`src/rtl/spi_pkg.sv`:
```
package spi_pkg;
    localparam int WORD_W = 32;

    typedef enum logic [2:0] {
        ST_IDLE,
        ST_LEAD,
        ST_HIGH,
        ST_LOW,
        ST_TAIL
    } spi_state_e;
endpackage

```
`src/rtl/spi_fifo.sv`:
```
module spi_fifo #(
    parameter int W     = 32,
    parameter int DEPTH = 8,
    localparam int AW   = $clog2(DEPTH),
    localparam int CW   = AW + 1
) (
    input  logic          clk,
    input  logic          rst,
    input  logic          push,
    input  logic [W-1:0]  pdata,
    input  logic          pop,
    output logic [W-1:0]  qdata,
    output logic [CW-1:0] count
);
    localparam logic [CW-1:0] FULLV = CW'(DEPTH);

    logic [W-1:0]  mem [DEPTH];
    logic [AW-1:0] wp, rp;
    logic          do_push, do_pop;

    assign do_push = push && (count != FULLV);
    assign do_pop  = pop && (count != '0);
    assign qdata   = mem[rp];

    always_ff @(posedge clk) begin
        if (rst) begin
            wp    <= '0;
            rp    <= '0;
            count <= '0;
        end else begin
            if (do_push) wp <= wp + 1'b1;
            if (do_pop)  rp <= rp + 1'b1;
            count <= count + CW'(do_push) - CW'(do_pop);
        end
    end

    always_ff @(posedge clk) begin
        if (do_push) mem[wp] <= pdata;
    end

    a_r3_count_bound: assert property (@(posedge clk) disable iff (rst)
        count <= FULLV);
    a_r3_full_push_ignored: assert property (@(posedge clk) disable iff (rst)
        (push && !pop && count == FULLV) |=> (count == FULLV));
endmodule

```
`src/rtl/spi_shift_engine.sv`:
```
module spi_shift_engine
    import spi_pkg::*;
#(
    parameter int NCS   = 4,
    parameter int DIV_W = 8,
    localparam int CSW  = (NCS > 1) ? $clog2(NCS) : 1
) (
    input  logic              clk,
    input  logic              rst,
    input  logic              tx_empty,
    input  logic [WORD_W-1:0] tx_word,
    output logic              tx_pop,
    input  logic [5:0]        fsz,
    input  logic [DIV_W-1:0]  half_div,
    input  logic [CSW-1:0]    cs_sel,
    input  logic              miso,
    output logic              rx_push,
    output logic [WORD_W-1:0] rx_word,
    output logic              sclk,
    output logic              mosi,
    output logic [NCS-1:0]    cs_n
);
    spi_state_e        st, st_nx;
    logic [DIV_W-1:0]  hc, half_m1;
    logic [5:0]        bits_left;
    logic [WORD_W-1:0] tsh, rsh;
    logic [CSW-1:0]    cs_q;
    logic              tick;

    assign half_m1 = (half_div == '0) ? '0 : half_div - 1'b1;
    assign tick    = (hc == half_m1);
    assign rx_word = rsh;

    // next state and FIFO strobes
    always_comb begin
        st_nx   = st;
        tx_pop  = 1'b0;
        rx_push = 1'b0;
        unique case (st)
            ST_IDLE: if (!tx_empty) begin
                tx_pop = 1'b1;
                st_nx  = ST_LEAD;
            end
            ST_LEAD, ST_LOW: if (tick) st_nx = ST_HIGH;
            ST_HIGH: if (tick) begin
                if (bits_left == 6'd1) begin
                    rx_push = 1'b1;
                    st_nx   = ST_TAIL;
                end else begin
                    st_nx = ST_LOW;
                end
            end
            ST_TAIL: if (tick) begin
                if (!tx_empty) begin
                    tx_pop = 1'b1;
                    st_nx  = ST_LEAD;
                end else begin
                    st_nx = ST_IDLE;
                end
            end
            default: st_nx = ST_IDLE;
        endcase
    end

    always_ff @(posedge clk) begin
        if (rst) st <= ST_IDLE;
        else     st <= st_nx;
    end

    // shift registers and half-period counter
    always_ff @(posedge clk) begin
        if (rst) begin
            hc        <= '0;
            bits_left <= '0;
            tsh       <= '0;
            rsh       <= '0;
            cs_q      <= '0;
        end else begin
            hc <= (st != st_nx || st == ST_IDLE) ? '0 : hc + 1'b1;
            if (tx_pop) begin
                tsh       <= tx_word << (6'd32 - fsz);
                bits_left <= fsz;
                rsh       <= '0;
                if (st == ST_IDLE) cs_q <= cs_sel;
            end
            if ((st == ST_LEAD || st == ST_LOW) && tick)
                rsh <= {rsh[WORD_W-2:0], miso};
            if (st == ST_HIGH && tick) begin
                bits_left <= bits_left - 6'd1;
                if (bits_left != 6'd1) tsh <= {tsh[WORD_W-2:0], 1'b0};
            end
        end
    end

    // pin outputs
    always_comb begin
        sclk = (st == ST_HIGH);
        mosi = (st == ST_IDLE) ? 1'b0 : tsh[WORD_W-1];
        cs_n = '1;
        if (st != ST_IDLE) cs_n[cs_q] = 1'b0;
    end

    a_r6_sclk_needs_select: assert property (@(posedge clk) disable iff (rst)
        (&cs_n) |-> !sclk);
    a_r5_mosi_steady_high: assert property (@(posedge clk) disable iff (rst)
        (sclk && $past(sclk)) |-> $stable(mosi));
    a_r2_push_ends_high: assert property (@(posedge clk) disable iff (rst)
        rx_push |-> sclk);
    a_r12_pins_after_reset: assert property (@(posedge clk) disable iff (rst)
        $past(rst) |-> (!mosi && (&cs_n) && !sclk));
endmodule

```
`src/rtl/spi_req_ctrl.sv`:
```
module spi_req_ctrl #(
    parameter int TXC = 4,
    parameter int RXC = 4
) (
    input  logic           clk,
    input  logic           rst,
    input  logic [TXC-1:0] tx_level,
    input  logic [RXC-1:0] rx_level,
    input  logic [TXC-1:0] tx_thresh,
    input  logic [RXC-1:0] rx_thresh,
    input  logic           ovf_evt,
    input  logic [2:0]     clr,
    input  logic [2:0]     irq_en,
    input  logic [1:0]     dma_en,
    output logic [2:0]     status,
    output logic           irq,
    output logic           dma_tx_req,
    output logic           dma_rx_req
);
    logic tx_low, rx_high;

    assign tx_low     = (tx_level <= tx_thresh);
    assign rx_high    = (rx_level != '0) && (rx_level >= rx_thresh);
    assign dma_tx_req = dma_en[0] && tx_low;
    assign dma_rx_req = dma_en[1] && rx_high;
    assign irq        = |(status & irq_en);

    always_ff @(posedge clk) begin
        if (rst) status <= '0;
        else     status <= (status & ~clr) | {ovf_evt, rx_high, tx_low};
    end

    a_r8_status_sticky: assert property (@(posedge clk) disable iff (rst)
        1'b1 |=> ((status & $past(status & ~clr)) == $past(status & ~clr)));
    a_r11_overrun_latches: assert property (@(posedge clk) disable iff (rst)
        ovf_evt |=> status[2]);
endmodule

```
`src/rtl/spi_fifo_master.sv`:
```
module spi_fifo_master
    import spi_pkg::*;
#(
    parameter int TX_DEPTH = 8,
    parameter int RX_DEPTH = 8,
    parameter int NCS      = 4,
    parameter int DIV_W    = 8,
    localparam int TXC     = $clog2(TX_DEPTH) + 1,
    localparam int RXC     = $clog2(RX_DEPTH) + 1,
    localparam int CSW     = (NCS > 1) ? $clog2(NCS) : 1
) (
    input  logic              clk,
    input  logic              rst,
    input  logic              host_wr,
    input  logic [WORD_W-1:0] host_wdata,
    input  logic              host_rd,
    output logic [WORD_W-1:0] host_rdata,
    output logic              tx_full,
    output logic              rx_empty,
    output logic [TXC-1:0]    tx_level,
    output logic [RXC-1:0]    rx_level,
    input  logic [5:0]        frame_bits,
    input  logic [DIV_W-1:0]  half_div,
    input  logic [CSW-1:0]    cs_sel,
    input  logic [TXC-1:0]    tx_thresh,
    input  logic [RXC-1:0]    rx_thresh,
    input  logic [2:0]        irq_en,
    input  logic [1:0]        dma_en,
    input  logic [2:0]        status_clr,
    output logic [2:0]        status,
    output logic              irq,
    output logic              dma_tx_req,
    output logic              dma_rx_req,
    output logic              sclk,
    output logic              mosi,
    input  logic              miso,
    output logic [NCS-1:0]    cs_n
);
    logic [5:0]        fsz;
    logic [WORD_W-1:0] fmask, tx_head, rx_word;
    logic              tx_pop, rx_push, rx_full;

    assign fsz      = (frame_bits < 6'd4) ? 6'd4 : (frame_bits > 6'd32) ? 6'd32 : frame_bits;
    assign fmask    = (fsz == 6'd32) ? '1 : ((WORD_W'(1) << fsz) - WORD_W'(1));
    assign tx_full  = (tx_level == TXC'(TX_DEPTH));
    assign rx_full  = (rx_level == RXC'(RX_DEPTH));
    assign rx_empty = (rx_level == '0);

    spi_fifo #(.W(WORD_W), .DEPTH(TX_DEPTH)) u_tx_fifo (
        .clk(clk), .rst(rst),
        .push(host_wr), .pdata(host_wdata & fmask),
        .pop(tx_pop), .qdata(tx_head), .count(tx_level)
    );

    spi_fifo #(.W(WORD_W), .DEPTH(RX_DEPTH)) u_rx_fifo (
        .clk(clk), .rst(rst),
        .push(rx_push), .pdata(rx_word),
        .pop(host_rd), .qdata(host_rdata), .count(rx_level)
    );

    spi_shift_engine #(.NCS(NCS), .DIV_W(DIV_W)) u_engine (
        .clk(clk), .rst(rst),
        .tx_empty(tx_level == '0), .tx_word(tx_head), .tx_pop(tx_pop),
        .fsz(fsz), .half_div(half_div), .cs_sel(cs_sel), .miso(miso),
        .rx_push(rx_push), .rx_word(rx_word),
        .sclk(sclk), .mosi(mosi), .cs_n(cs_n)
    );

    spi_req_ctrl #(.TXC(TXC), .RXC(RXC)) u_req (
        .clk(clk), .rst(rst),
        .tx_level(tx_level), .rx_level(rx_level),
        .tx_thresh(tx_thresh), .rx_thresh(rx_thresh),
        .ovf_evt(rx_push && rx_full), .clr(status_clr),
        .irq_en(irq_en), .dma_en(dma_en),
        .status(status), .irq(irq),
        .dma_tx_req(dma_tx_req), .dma_rx_req(dma_rx_req)
    );
endmodule

```
`config.mk`:
```
export PLATFORM = sky130hd
export DESIGN_NAME = spi_fifo_master
export DESIGN_NICKNAME = d
export VERILOG_FILES = /design/src/rtl/spi_pkg.sv /design/src/rtl/spi_fifo.sv /design/src/rtl/spi_shift_engine.sv /design/src/rtl/spi_req_ctrl.sv /design/src/rtl/spi_fifo_master.sv
export SDC_FILE = /design/constraint.sdc
export NUM_CORES = 1
export LEC_CHECK = 0
export BUFFER_PORTS_ARGS = -buffer_cell sky130_fd_sc_hd__buf_2
export CORE_MARGIN = 2
export CORE_UTILIZATION = 35
export CTS_BUF_LIST = sky130_fd_sc_hd__clkbuf_8
export CTS_CLUSTER_DIAMETER = 100
export DETAILED_ROUTE_END_ITERATION = 10
export PLACE_DENSITY_LB_ADDON = 0.05
export SYNTH_ARGS = -nofsm -noshare
export SYNTH_HDL_FRONTEND = slang
export SYNTH_SLANG_ARGS = --single-unit
```
`constraint.sdc`:
```
create_clock -name clk -period 15.9 [get_ports clk]
set_clock_uncertainty 0.1 [all_clocks]
set_input_delay 3.18 -clock clk [delete_from_list [all_inputs] [get_ports clk]]
set_output_delay 3.18 -clock clk [all_outputs]
set_load 0.005 [all_outputs]
```
==> flow_results.xml, run 1 <==
<?xml version="1.0" encoding="UTF-8"?>
<metrics>
  <group name="critical_path">
    <metric name="worstPathMaxFanout" unit="">2</metric>
    <metric name="end_kind" unit="">output port</metric>
    <metric name="crit_arrival" unit="ns">4.46</metric>
    <metric name="worst_setup_path_start_kind" unit="">input pin</metric>
    <metric name="worstPathRequired" unit="ns">12.62</metric>
    <metric name="path_class" unit="">in2out</metric>
  </group>
  <group name="cts">
    <metric name="cts_buffers" unit="">109</metric>
    <metric name="post_cts_resize_count" unit="">0</metric>
    <metric name="cts_htree_levels" unit="">3</metric>
    <metric name="max-clock-path-buffers" unit="">3</metric>
    <metric name="cts.sink_count" unit="">624</metric>
    <metric name="clk_root_buffer_cell" unit="">sky130_fd_sc_hd__clkbuf_8</metric>
    <metric name="post_cts.repair.setup_buffers" unit="">0</metric>
    <metric name="clock_latency" unit="ns">0.75</metric>
    <metric name="clkTransAtPathRegs" unit="ns">0.06</metric>
    <metric name="cts_hold_repair.buffers" unit="">0</metric>
    <metric name="tritoncts" unit="">yes</metric>
  </group>
  <group name="timing">
    <metric name="unrepaired_setup_endpoints_after_global_routing" unit="">no</metric>
    <metric name="final.setup.tns" unit="ns">0</metric>
    <metric name="layout_min_cycle_time" unit="ns">7.74</metric>
    <metric name="max-slew-margin-rel" unit="%">3.92</metric>
    <metric name="drv_slew" unit="">0</metric>
    <metric name="finalHoldViolations" unit="">0</metric>
    <metric name="worst_slew_pin_slew" unit="ns">1.43</metric>
    <metric name="finalCritPeriodShare" unit="%">48.7</metric>
    <metric name="setup_viol_count_final" unit="">0</metric>
    <metric name="layout_setup_ws" unit="ns">8.16</metric>
    <metric name="whs" unit="ns">0.352</metric>
    <metric name="max_freq" unit="GHz">0.129</metric>
  </group>
  <group name="global_route">
    <metric name="grt_pass1_wl" unit="mm">121</metric>
    <metric name="grt.met1_usage" unit="%">28.6</metric>
    <metric name="grt_antenna_before_repair" unit="">3</metric>
    <metric name="grt_overflow_total" unit="">0</metric>
    <metric name="grt_busiest_layer" unit="">met2</metric>
    <metric name="track_usage" unit="%">19.7</metric>
    <metric name="via_count_of_the_first_global_routing_pass" unit="">18400</metric>
    <metric name="grt_util_met3" unit="%">2.92</metric>
    <metric name="pin_count_of_the_biggest_net_entering_global_routing" unit="">79</metric>
    <metric name="met2_usage" unit="%">30.5</metric>
  </group>
  <group name="cells_and_area">
    <metric name="final-seq-area" unit="sq mm">0.0176</metric>
    <metric name="n_fill_cell" unit="">7478</metric>
    <metric name="layout_cells_sized_above_1" unit="%">22.0</metric>
    <metric name="layout-area-overhead-vs-synth" unit="%">14.3</metric>
    <metric name="post_layout_nonfiller_instances" unit="">3324</metric>
    <metric name="nNetsFinal" unit="">2284</metric>
    <metric name="multi_input_area" unit="sq mm">0.00986</metric>
  </group>
  <group name="placed_design">
    <metric name="hpwl_reported_at_the_end_of_detailed_placement" unit="mm">51.3</metric>
    <metric name="gp_routability_congestion" unit="">0.878</metric>
    <metric name="number_of_buffers_inserted_by_port_buffering" unit="">122</metric>
    <metric name="pre_cts_ws" unit="ns">7.62</metric>
    <metric name="numPlacedInstances" unit="">3117</metric>
  </group>
  <group name="pwr">
    <metric name="clockPowerShare" unit="%">29.9</metric>
    <metric name="power_switching_share" unit="%">33.3</metric>
    <metric name="power_density" unit="mW/mm^2">147</metric>
    <metric name="sequential_share_of_power" unit="%">41.2</metric>
    <metric name="switching_power_of_the_nets" unit="mW">1.58</metric>
    <metric name="post-layout-total-power" unit="mW">4.73</metric>
    <metric name="cell_internal_pwr" unit="mW">3.15</metric>
    <metric name="comb_power_share" unit="%">28.8</metric>
    <metric name="irDropWorstVdd" unit="mV">0.0811</metric>
    <metric name="cellLeakagePower" unit="nW">10.7</metric>
  </group>
  <group name="drt">
    <metric name="vias_per_cell" unit="">5.43</metric>
    <metric name="routed-via-count" unit="">18100</metric>
    <metric name="detail_route.drc_violations" unit="">0</metric>
    <metric name="detail_route.iter0.violations" unit="">1301</metric>
    <metric name="ant_nets" unit="">0</metric>
    <metric name="drtPass1Iterations" unit="">5</metric>
    <metric name="drt-wirelength-per-cell" unit="um">24.5</metric>
    <metric name="route.final.wire_length" unit="mm">81.5</metric>
  </group>
  <group name="synth">
    <metric name="synth-warning-count" unit="">0</metric>
    <metric name="synth.area.top_cells" unit="">sky130_fd_sc_hd__edfxtp_1 55%, sky130_fd_sc_hd__mux4_2 8.3%, sky130_fd_sc_hd__dfxtp_1 8.0%, sky130_fd_sc_hd__mux2i_1 3.2%, sky130_fd_sc_hd__a21oi_1 2.1%</metric>
    <metric name="seq_area_frac_synth" unit="%">62.8</metric>
    <metric name="post-synth-top-area-cell" unit="">sky130_fd_sc_hd__edfxtp_1</metric>
    <metric name="synth_edf_count" unit="">512</metric>
    <metric name="syn_nets" unit="">2132</metric>
    <metric name="cell_count_after_synthesis" unit="">2026</metric>
    <metric name="netlist.area_leader.share" unit="%">54.8</metric>
    <metric name="avgSynthCellArea" unit="sq um">13.9</metric>
    <metric name="ys_seq_elements" unit="">624</metric>
    <metric name="netlist_area" unit="sq mm">0.0281</metric>
    <metric name="synth-async-reset-ratio" unit="%">0</metric>
    <metric name="distinct_cell_type_count_after_synthesis" unit="">84</metric>
    <metric name="synth_top_flop_cell" unit="">sky130_fd_sc_hd__edfxtp_1</metric>
  </group>
  <group name="flow_run">
    <metric name="max_cap_viol" unit="">0</metric>
  </group>
  <group name="floorplanning">
    <metric name="fp-row-count" unit="">103</metric>
    <metric name="boundaryPins" unit="">123</metric>
    <metric name="initial_utilization" unit="%">35.5</metric>
    <metric name="core_region_area" unit="sq mm">0.0791</metric>
    <metric name="die_y" unit="um">287</metric>
    <metric name="area_of_the_die" unit="sq mm">0.0825</metric>
    <metric name="die-width" unit="um">287</metric>
  </group>
  <group name="hold_path">
    <metric name="hold_path_class" unit="">reg2reg</metric>
  </group>
  <group name="run_status">
    <metric name="run_status" unit="">finished clean</metric>
  </group>
</metrics>
cell type report:
cell class	count	share of cell area, %
Antenna cell	1	0.00780
Timing Repair Buffer	164	2.89
Clock inverter	85	1.49
Tap cell	1050	4.10
Multi-Input combinational cell	1226	30.7
Clock buffer	121	5.19
Inverter	53	0.620
Sequential cell	624	55.0
per-layer routing:
metal	vias up	routed length (um)
met3	120	3830
met4	0	2020
met1	9197	38500
li1	8227	-
met5	-	0
met2	511	37100
placed cells by master (no fill, tap or decap), drive strengths merged, types with 8 or more instances in the layout:
| cell type | count |
|---|---|
| or3 | 14 |
| xor2 | 16 |
| inv | 98 |
| a211oi | 24 |
| nor3 | 38 |
| and2 | 39 |
| nor2b | 17 |
| nand3 | 70 |
| a22oi | 38 |
| mux4 | 103 |
| o31a | 8 |
| nand4 | 15 |
| xnor2 | 14 |
| o211ai | 15 |
| nor3b | 10 |
| mux2 | 48 |
| nor2 | 121 |
| ha | 35 |
| nand2 | 130 |
| o32ai | 8 |
| o22ai | 8 |
| a21oi | 115 |
| nand2b | 21 |
| o21ai | 66 |
| a21boi | 20 |
| dfxtp | 112 |
| edfxtp | 512 |
| clkinv | 35 |
| mux2i | 89 |
| clkbuf | 121 |
| buf | 164 |
| a31oi | 12 |
| a22o | 8 |
| a221oi | 14 |
state kept, by name (all words and copies together) (netlist names), named ones only:
register and cells:
u_rx_fifo.mem 256, u_tx_fifo.mem 256, u_engine.rx_word 32, u_engine.tsh 32, u_engine.hc 8, u_engine.bits_left 6, u_rx_fifo.count 4, u_tx_fifo.count 4
u_engine.st 3, u_req.status 3, u_rx_fifo.rp 3, u_rx_fifo.wp 3, u_tx_fifo.rp 3, u_tx_fifo.wp 3, u_engine.cs_q 2
kinds of logic (layout without fill, tap and decap cells):
family / after synthesis / after routing / share of synthesized area, %
and+or+nand+nor: 513 / 513 / 9.07
buffers and inverters: 176 / 423 / 2.50
muxes: 240 / 240 / 13.4
adders and majority gates: 37 / 37 / 1.70
DFF: 624 / 624 / 62.8
other: 1 / 2 / 0.0134
AOI/OAI and AO/OA: 405 / 405 / 9.66
xor gates and xnor gates: 30 / 30 / 0.936
synth_stat cells (all sizes together), types with 10 or more instances:
master / instances
and2: 39
inv: 50
o21ai: 66
a21oi: 115
nand2: 130
nor3: 38
nor2: 121
buf: 40
a211oi: 24
nor3b: 10
or3: 14
mux4: 103
edfxtp: 512
dfxtp: 112
a22oi: 38
xnor2: 14
mux2: 48
clkbuf: 83
nand4: 15
o211ai: 15
ha: 35
a31oi: 12
nor2b: 17
mux2i: 89
a21boi: 20
nand2b: 21
xor2: 16
a221oi: 14
nand3: 70
power groups by stage:
stage	Combinational (mW)	Clock, mW	Sequential (mW)
floorplan	0.938	0	1.92
global placement	1.37	0	1.98
detailed placement	1.37	0	1.98
CTS	1.37	1.47	1.95
global route	1.48	1.54	1.97
finish	1.36	1.42	1.95
through the flow:
stage	utilization, %	cell area, sq um
CTS	40.5	32100
finish	40.5	32100
global placement	37.8	29900
floorplan	-	28100
detailed placement	37.8	29900
global route	40.5	32100
worst max-delay path, cell delays in order:
cell	delay, ns
sky130_fd_sc_hd__buf_2	0.10
sky130_fd_sc_hd__ha_1	0.25
sky130_fd_sc_hd__nand2b_1	0.13
sky130_fd_sc_hd__a21o_1	0.17
sky130_fd_sc_hd__a21o_1	0.16
sky130_fd_sc_hd__a21oi_1	0.13
sky130_fd_sc_hd__nor2_1	0.07
sky130_fd_sc_hd__and2_1	0.15
sky130_fd_sc_hd__buf_2	0.12
path summary, 6_finish.rpt:
| check | cells past startpoint | to | startpoint | slack, ns |
|---|---|---|---|---|
| setup / recovery | 9 | dma_rx_req | rx_thresh[0] | 8.16 |
| hold / removal | 2 | u_engine.tsh[0] | u_engine.tsh[0] | 0.35 |
| setup reg to reg | 16 | u_tx_fifo.count[2] | u_engine.hc[5] | 11.35 |
| hold reg to reg | 2 | u_engine.tsh[0] | u_engine.tsh[0] | 0.35 |
Power figures use the tool's default switching activity.
==> inputs of run 2 (changes only) <==
==> constraint.sdc (replaced) <==
create_clock -name clk -period 7.6 [get_ports clk]
set_clock_uncertainty 0.1 [all_clocks]
set_input_delay 1.52 -clock clk [delete_from_list [all_inputs] [get_ports clk]]
set_output_delay 1.52 -clock clk [all_outputs]
set_load 0.005 [all_outputs]
==> flow_results.xml, run 2 (synthesis results as in run 1) <==
<?xml version="1.0" encoding="UTF-8"?>
<metrics>
  <group name="floorplanning">
    <metric name="fp-row-count" unit="">103</metric>
    <metric name="area_of_the_die" unit="sq mm">0.0825</metric>
    <metric name="die-width" unit="um">287</metric>
    <metric name="die_y" unit="um">287</metric>
    <metric name="core_region_area" unit="sq mm">0.0791</metric>
    <metric name="boundaryPins" unit="">123</metric>
    <metric name="initial_utilization" unit="%">35.5</metric>
  </group>
  <group name="drt">
    <metric name="drt-wirelength-per-cell" unit="um">24.8</metric>
    <metric name="dr.max_layer_used" unit="">met4</metric>
    <metric name="detailroute.wirelength.met3" unit="mm">4.37</metric>
    <metric name="route.layer.met1.wl" unit="mm">38.4</metric>
    <metric name="detail_route.iter0.violations" unit="">1571</metric>
    <metric name="ant_nets" unit="">0</metric>
    <metric name="drtPass1Iterations" unit="">5</metric>
    <metric name="routed-wl-met2" unit="mm">37.5</metric>
    <metric name="detail_route.drc_violations" unit="">0</metric>
    <metric name="route.final.wire_length" unit="mm">82.2</metric>
    <metric name="vias_per_cell" unit="">5.41</metric>
    <metric name="routed-via-count" unit="">17900</metric>
  </group>
  <group name="critical_path">
    <metric name="critical-path-top-cell-by-count" unit="">sky130_fd_sc_hd__ha_1</metric>
    <metric name="end_kind" unit="">flop</metric>
    <metric name="critical-path-max-stage-delay" unit="ns">0.76</metric>
    <metric name="worst_setup_path_start_kind" unit="">input pin</metric>
    <metric name="worstPathRequired" unit="ns">7.88</metric>
    <metric name="slowest_stage" unit="">sky130_fd_sc_hd__a311oi_1</metric>
    <metric name="path_class" unit="">in2reg</metric>
    <metric name="crit_arrival" unit="ns">6.44</metric>
    <metric name="cp_cell_sequence" unit="">buf_2 -&gt; nand2b_1 -&gt; nor2_2 -&gt; clkinv_1 -&gt; ha_1 -&gt; ha_1 -&gt; nand2_1 -&gt; ha_1 -&gt; a21boi_0 -&gt; o211ai_1 -&gt; nor3b_2 -&gt; o21ai_0 -&gt; nor2_1 -&gt; o311ai_0 -&gt; a311oi_1</metric>
    <metric name="worstPathMaxFanout" unit="">16</metric>
  </group>
  <group name="placed_design">
    <metric name="number_of_buffers_inserted_by_port_buffering" unit="">122</metric>
    <metric name="post_dp_cell_area" unit="sq mm">0.0300</metric>
    <metric name="pre_cts_ws" unit="ns">0.761</metric>
    <metric name="numPlacedInstances" unit="">3121</metric>
    <metric name="hpwl_reported_at_the_end_of_detailed_placement" unit="mm">52.1</metric>
    <metric name="gp_routability_congestion" unit="">0.855</metric>
  </group>
  <group name="cts">
    <metric name="cts_hold_repair.buffers" unit="">0</metric>
    <metric name="cts.sink_count" unit="">624</metric>
    <metric name="max-clock-path-buffers" unit="">3</metric>
    <metric name="tritoncts" unit="">yes</metric>
    <metric name="clock_latency" unit="ns">0.76</metric>
    <metric name="cts_htree_levels" unit="">3</metric>
    <metric name="cts_buffers" unit="">107</metric>
    <metric name="post_cts_resize_count" unit="">0</metric>
    <metric name="clkTransAtPathRegs" unit="ns">0.05</metric>
    <metric name="clk_root_buffer_cell" unit="">sky130_fd_sc_hd__clkbuf_8</metric>
    <metric name="post_cts.repair.setup_buffers" unit="">0</metric>
  </group>
  <group name="pwr">
    <metric name="irDropWorstVdd" unit="mV">0.156</metric>
    <metric name="cellLeakagePower" unit="nW">10.8</metric>
    <metric name="cell_internal_pwr" unit="mW">6.62</metric>
    <metric name="comb_power_share" unit="%">30.4</metric>
    <metric name="sequential_share_of_power" unit="%">40.7</metric>
    <metric name="switching_power_of_the_nets" unit="mW">3.35</metric>
    <metric name="power_switching_share" unit="%">33.6</metric>
    <metric name="power_density" unit="mW/mm^2">311</metric>
    <metric name="clockPowerShare" unit="%">28.9</metric>
  </group>
  <group name="global_route">
    <metric name="grt_overflow_total" unit="">0</metric>
    <metric name="pin_count_of_the_biggest_net_entering_global_routing" unit="">79</metric>
    <metric name="grt_pass1_wl" unit="mm">121</metric>
    <metric name="grt_antenna_before_repair" unit="">1</metric>
    <metric name="via_count_of_the_first_global_routing_pass" unit="">18100</metric>
    <metric name="track_usage" unit="%">19.8</metric>
  </group>
  <group name="cells_and_area">
    <metric name="highest_count_cells_in_the_layout_ignoring_fill_and_taps" unit="">512 x sky130_fd_sc_hd__edfxtp_1, 130 x sky130_fd_sc_hd__nand2_1, 122 x sky130_fd_sc_hd__clkbuf_8</metric>
    <metric name="layout-area-overhead-vs-synth" unit="%">14.2</metric>
    <metric name="final_common_cell" unit="">sky130_fd_sc_hd__edfxtp_1</metric>
    <metric name="biggestRegsByFlops" unit="">u_rx_fifo.mem x256, u_tx_fifo.mem x256</metric>
    <metric name="nNetsFinal" unit="">2286</metric>
    <metric name="post_layout_nonfiller_instances" unit="">3317</metric>
    <metric name="n_fill_cell" unit="">7451</metric>
    <metric name="layout_cells_sized_above_1" unit="%">22.4</metric>
    <metric name="utilization" unit="%">40.5</metric>
    <metric name="post_layout_inst_area" unit="sq mm">0.0320</metric>
  </group>
  <group name="timing">
    <metric name="layout_min_cycle_time" unit="ns">6.16</metric>
    <metric name="worst_slew_pin_slew" unit="ns">1.23</metric>
    <metric name="setup_viol_count_final" unit="">0</metric>
    <metric name="unrepaired_setup_endpoints_after_global_routing" unit="">no</metric>
    <metric name="layout_setup_ws" unit="ns">1.44</metric>
    <metric name="final.setup.tns" unit="ns">0</metric>
    <metric name="drv_slew" unit="">0</metric>
    <metric name="finalCritPeriodShare" unit="%">81.1</metric>
    <metric name="max_freq" unit="GHz">0.162</metric>
    <metric name="max-slew-margin-rel" unit="%">17.4</metric>
    <metric name="finalHoldViolations" unit="">0</metric>
  </group>
  <group name="run_status">
    <metric name="run_status" unit="">finished clean</metric>
  </group>
  <group name="flow_run">
    <metric name="max_cap_viol" unit="">0</metric>
  </group>
  <group name="hold_path">
    <metric name="hold_path_class" unit="">reg2reg</metric>
  </group>
</metrics>
run 2: cell count changes in the layout (fill, tap and decap cells not counted), sizes merged:
cell,change
clkinv,-7
buf,+4
clkinvlp,-4
diode,+2
inv,-2
bufinv,-1
clkbuf,+1
run 2: cell type report:
cell class | count | area [sq um] | area share (%)
flip-flops and latches | 624 | 17600 | 55.0
multi-input cells | 1226 | 9880 | 30.8
clock buffers | 122 | 1680 | 5.24
well taps | 1050 | 1310 | 4.10
repair buffers | 168 | 958 | 2.99
clock inverters | 71 | 374 | 1.17
inverters | 53 | 199 | 0.621
diodes | 3 | 7.51 | 0.0234
run 2: through the flow:
stage | hold slack (ns) | total power [mW]
floorplan | 0.328 | 6.05
global placement | 0.344 | 7.18
detailed placement | 0.356 | 7.18
CTS | 0.361 | 10.1
global route | 0.379 | 10.5
finish | 0.350 | 9.97
run 2: worst paths after layout:
check,start,end,slack [ns],cells past startpoint
setup / recovery,frame_bits[5],u_tx_fifo.mem[0][30],1.44,15
hold / removal,u_engine.tsh[0],u_engine.tsh[0],0.35,2
setup reg to reg,flop,u_engine.tsh[31],3.19,9
hold reg to reg,u_engine.tsh[0],u_engine.tsh[0],0.35,2
run 2: power by group through the flow:
| stage | clock, mW | combinational [mW] | sequential, mW |
|---|---|---|---|
| after floorplan | 0 | 2.03 | 4.02 |
| after global placement | 0 | 3.05 | 4.13 |
| after detailed placement | 0 | 3.05 | 4.13 |
| after CTS | 2.98 | 3.06 | 4.06 |
| after global routing | 3.13 | 3.29 | 4.09 |
| final | 2.88 | 3.03 | 4.06 |
run 2: critical path: cells and delay by family:
family / cells / cell delay [ns]
AO/OA/AOI/OAI: 5 / 1.81
AND/OR/NAND/NOR: 5 / 1.35
buffers and inverters: 2 / 0.63
adder cells (fa/ha/maj): 3 / 1.11
run 2: routing by layer:
layer | up-vias | track usage (%)
li1 | 8221 | -
met1 | 9047 | 28.4
met2 | 556 | 30.8
met3 | 122 | 3.48
met4 | 0 | 5.94
met5 | - | 0
==> inputs of run 3 (changes only) <==
==> constraint.sdc (replaced) <==
create_clock -name clk -period 5.6 [get_ports clk]
set_clock_uncertainty 0.1 [all_clocks]
set_input_delay 1.12 -clock clk [delete_from_list [all_inputs] [get_ports clk]]
set_output_delay 1.12 -clock clk [all_outputs]
set_load 0.005 [all_outputs]
==> flow_results.xml, run 3 (synthesis results as in run 1) <==
<?xml version="1.0" encoding="UTF-8"?>
<metrics>
  <group name="global_route">
    <metric name="grt_antenna_before_repair" unit="">5</metric>
    <metric name="pin_count_of_the_biggest_net_entering_global_routing" unit="">78</metric>
    <metric name="grt_overflow_total" unit="">0</metric>
    <metric name="grt_pass1_wl" unit="mm">120</metric>
    <metric name="track_usage" unit="%">19.6</metric>
    <metric name="via_count_of_the_first_global_routing_pass" unit="">18200</metric>
  </group>
  <group name="critical_path">
    <metric name="cp_cell_sequence" unit="">buf_2 -&gt; inv_1 -&gt; ha_1 -&gt; or4b_4 -&gt; o211ai_2 -&gt; o211ai_2 -&gt; nor4b_4 -&gt; nand4b_4 -&gt; or4_4 -&gt; inv_1 -&gt; nand2_1 -&gt; nor3b_4 -&gt; buf_12</metric>
    <metric name="timing.critical_path.buf_inv" unit="">4</metric>
    <metric name="setup.reg_to_reg.worst_slack" unit="ns">1.67</metric>
    <metric name="critical_path.reg2reg.endpoint" unit="">u_engine.tsh[17]</metric>
    <metric name="path_delay_family" unit="">simple AND/OR/NAND/NOR gates</metric>
    <metric name="slowest_stage" unit="">sky130_fd_sc_hd__or4_4</metric>
    <metric name="critical-path-max-stage-delay" unit="ns">0.67</metric>
    <metric name="ff2ff_path_depth" unit="">9</metric>
    <metric name="worstPathRequired" unit="ns">5.89</metric>
    <metric name="crit_arrival" unit="ns">4.84</metric>
    <metric name="worst_setup_path_start_kind" unit="">input pin</metric>
    <metric name="worstPathMaxFanout" unit="">32</metric>
    <metric name="end_kind" unit="">flop</metric>
    <metric name="path_class" unit="">in2reg</metric>
  </group>
  <group name="timing">
    <metric name="setup_viol_count_final" unit="">0</metric>
    <metric name="worst_slew_pin_slew" unit="ns">1.11</metric>
    <metric name="max_freq" unit="GHz">0.220</metric>
    <metric name="max-slew-margin-rel" unit="%">25.8</metric>
    <metric name="drv_slew" unit="">0</metric>
    <metric name="layout_setup_ws" unit="ns">1.06</metric>
    <metric name="unrepaired_setup_endpoints_after_global_routing" unit="">no</metric>
    <metric name="layout_min_cycle_time" unit="ns">4.54</metric>
    <metric name="finalCritPeriodShare" unit="%">81.1</metric>
    <metric name="finalHoldViolations" unit="">0</metric>
    <metric name="final.setup.tns" unit="ns">0</metric>
    <metric name="whs" unit="ns">0.350</metric>
  </group>
  <group name="cells_and_area">
    <metric name="utilization" unit="%">41.0</metric>
    <metric name="highest_count_cells_in_the_layout_ignoring_fill_and_taps" unit="">512 x sky130_fd_sc_hd__edfxtp_1, 130 x sky130_fd_sc_hd__nand2_1, 121 x sky130_fd_sc_hd__buf_2</metric>
    <metric name="final_common_cell" unit="">sky130_fd_sc_hd__edfxtp_1</metric>
    <metric name="post_layout_inst_area" unit="sq mm">0.0324</metric>
    <metric name="biggestRegsByFlops" unit="">u_rx_fifo.mem x256, u_tx_fifo.mem x256</metric>
    <metric name="n_fill_cell" unit="">7514</metric>
    <metric name="layout-area-overhead-vs-synth" unit="%">15.6</metric>
    <metric name="post_layout_nonfiller_instances" unit="">3356</metric>
    <metric name="nNetsFinal" unit="">2324</metric>
    <metric name="layout_cells_sized_above_1" unit="%">23.5</metric>
  </group>
  <group name="drt">
    <metric name="detail_route.iter0.violations" unit="">1437</metric>
    <metric name="drtPass1Iterations" unit="">5</metric>
    <metric name="ant_nets" unit="">0</metric>
    <metric name="drt-wirelength-per-cell" unit="um">24.3</metric>
    <metric name="routed-via-count" unit="">18200</metric>
    <metric name="route.final.wire_length" unit="mm">81.4</metric>
    <metric name="vias_per_cell" unit="">5.41</metric>
    <metric name="detail_route.drc_violations" unit="">0</metric>
  </group>
  <group name="hold_path">
    <metric name="whs_endpoint" unit="">u_engine.tsh[0]</metric>
    <metric name="hold_path.startpoint" unit="">u_engine.tsh[0]</metric>
    <metric name="timing.hold.worst_path_depth" unit="">2</metric>
    <metric name="hold_path_class" unit="">reg2reg</metric>
  </group>
  <group name="cts">
    <metric name="post_cts_resize_count" unit="">0</metric>
    <metric name="cts_hold_repair.buffers" unit="">0</metric>
    <metric name="clock_latency" unit="ns">0.72</metric>
    <metric name="post_cts.repair.setup_buffers" unit="">0</metric>
    <metric name="clkTransAtPathRegs" unit="ns">0.06</metric>
    <metric name="tritoncts" unit="">yes</metric>
    <metric name="cts_buffers" unit="">106</metric>
    <metric name="max-clock-path-buffers" unit="">3</metric>
    <metric name="cts.sink_count" unit="">624</metric>
    <metric name="clk_root_buffer_cell" unit="">sky130_fd_sc_hd__clkbuf_8</metric>
    <metric name="cts_htree_levels" unit="">3</metric>
  </group>
  <group name="floorplanning">
    <metric name="core_region_area" unit="sq mm">0.0791</metric>
    <metric name="fp-row-count" unit="">103</metric>
    <metric name="die-width" unit="um">287</metric>
    <metric name="initial_utilization" unit="%">35.5</metric>
    <metric name="die_y" unit="um">287</metric>
    <metric name="area_of_the_die" unit="sq mm">0.0825</metric>
    <metric name="boundaryPins" unit="">123</metric>
  </group>
  <group name="pwr">
    <metric name="irDropWorstVdd" unit="mV">0.237</metric>
    <metric name="cellLeakagePower" unit="nW">10.8</metric>
    <metric name="power_density" unit="mW/mm^2">414</metric>
    <metric name="post-layout-total-power" unit="mW">13.4</metric>
  </group>
  <group name="placed_design">
    <metric name="pre_cts_ws" unit="ns">0.301</metric>
    <metric name="hpwl_reported_at_the_end_of_detailed_placement" unit="mm">53.1</metric>
    <metric name="gp_routability_congestion" unit="">0.960</metric>
    <metric name="numPlacedInstances" unit="">3160</metric>
    <metric name="number_of_buffers_inserted_by_port_buffering" unit="">122</metric>
    <metric name="post_dp_cell_area" unit="sq mm">0.0304</metric>
  </group>
  <group name="run_status">
    <metric name="run_status" unit="">finished clean</metric>
  </group>
  <group name="flow_run">
    <metric name="max_cap_viol" unit="">0</metric>
  </group>
</metrics>
==> run 3: worst register-to-register path: stages (launching register included) <==
cell	delay [ns]
sky130_fd_sc_hd__dfxtp_4	0.69
sky130_fd_sc_hd__buf_4	0.40
sky130_fd_sc_hd__mux4_2	0.59
sky130_fd_sc_hd__nand2b_1	0.18
sky130_fd_sc_hd__and2_1	0.20
sky130_fd_sc_hd__mux4_2	0.53
sky130_fd_sc_hd__a221oi_1	0.51
sky130_fd_sc_hd__a21oi_1	0.17
sky130_fd_sc_hd__a211oi_1	0.33
sky130_fd_sc_hd__nor4_1	0.10
==> run 3: worst max-delay path by stage <==
stage / startpoint / endpoint / slack, ns / cells after the start
floorplan: half_div[0] / u_rx_fifo.mem[2][0] / -0.17 / 11
global placement: half_div[0] / u_rx_fifo.mem[6][14] / 0.38 / 13
detailed placement: half_div[0] / u_rx_fifo.mem[6][13] / 0.30 / 13
CTS: half_div[0] / u_rx_fifo.mem[6][13] / 1.06 / 13
global route: half_div[0] / u_rx_fifo.mem[6][12] / 0.83 / 13
finish: half_div[0] / u_rx_fifo.mem[6][13] / 1.06 / 13
==> run 3: cell type report <==
cell class	instances	area [sq um]	share of cell area, %
antenna	2	5.00	0.0154
clock buffer	109	1500	4.62
clock inverter	85	519	1.60
inverter	53	199	0.613
multi-input combinational	1226	9910	30.5
sequential	624	17600	54.3
tap	1050	1310	4.05
timing repair buffer	207	1360	4.20
==> run 3: power breakdown <==
group | leakage, nW | switching [mW] | internal, mW
logic | 3.92 | 2.34 | 1.69
registers | 5.74 | 0.269 | 5.27
clock network | 1.15 | 1.90 | 1.98
==> run 3: metal layers <==
layer / share of wire [%] / global-route usage, %
met5: 0.016 / 0
met4: 2.5 / 5.78
met3: 5.7 / 3.71
met2: 46 / 30.7
met1: 46 / 27.8
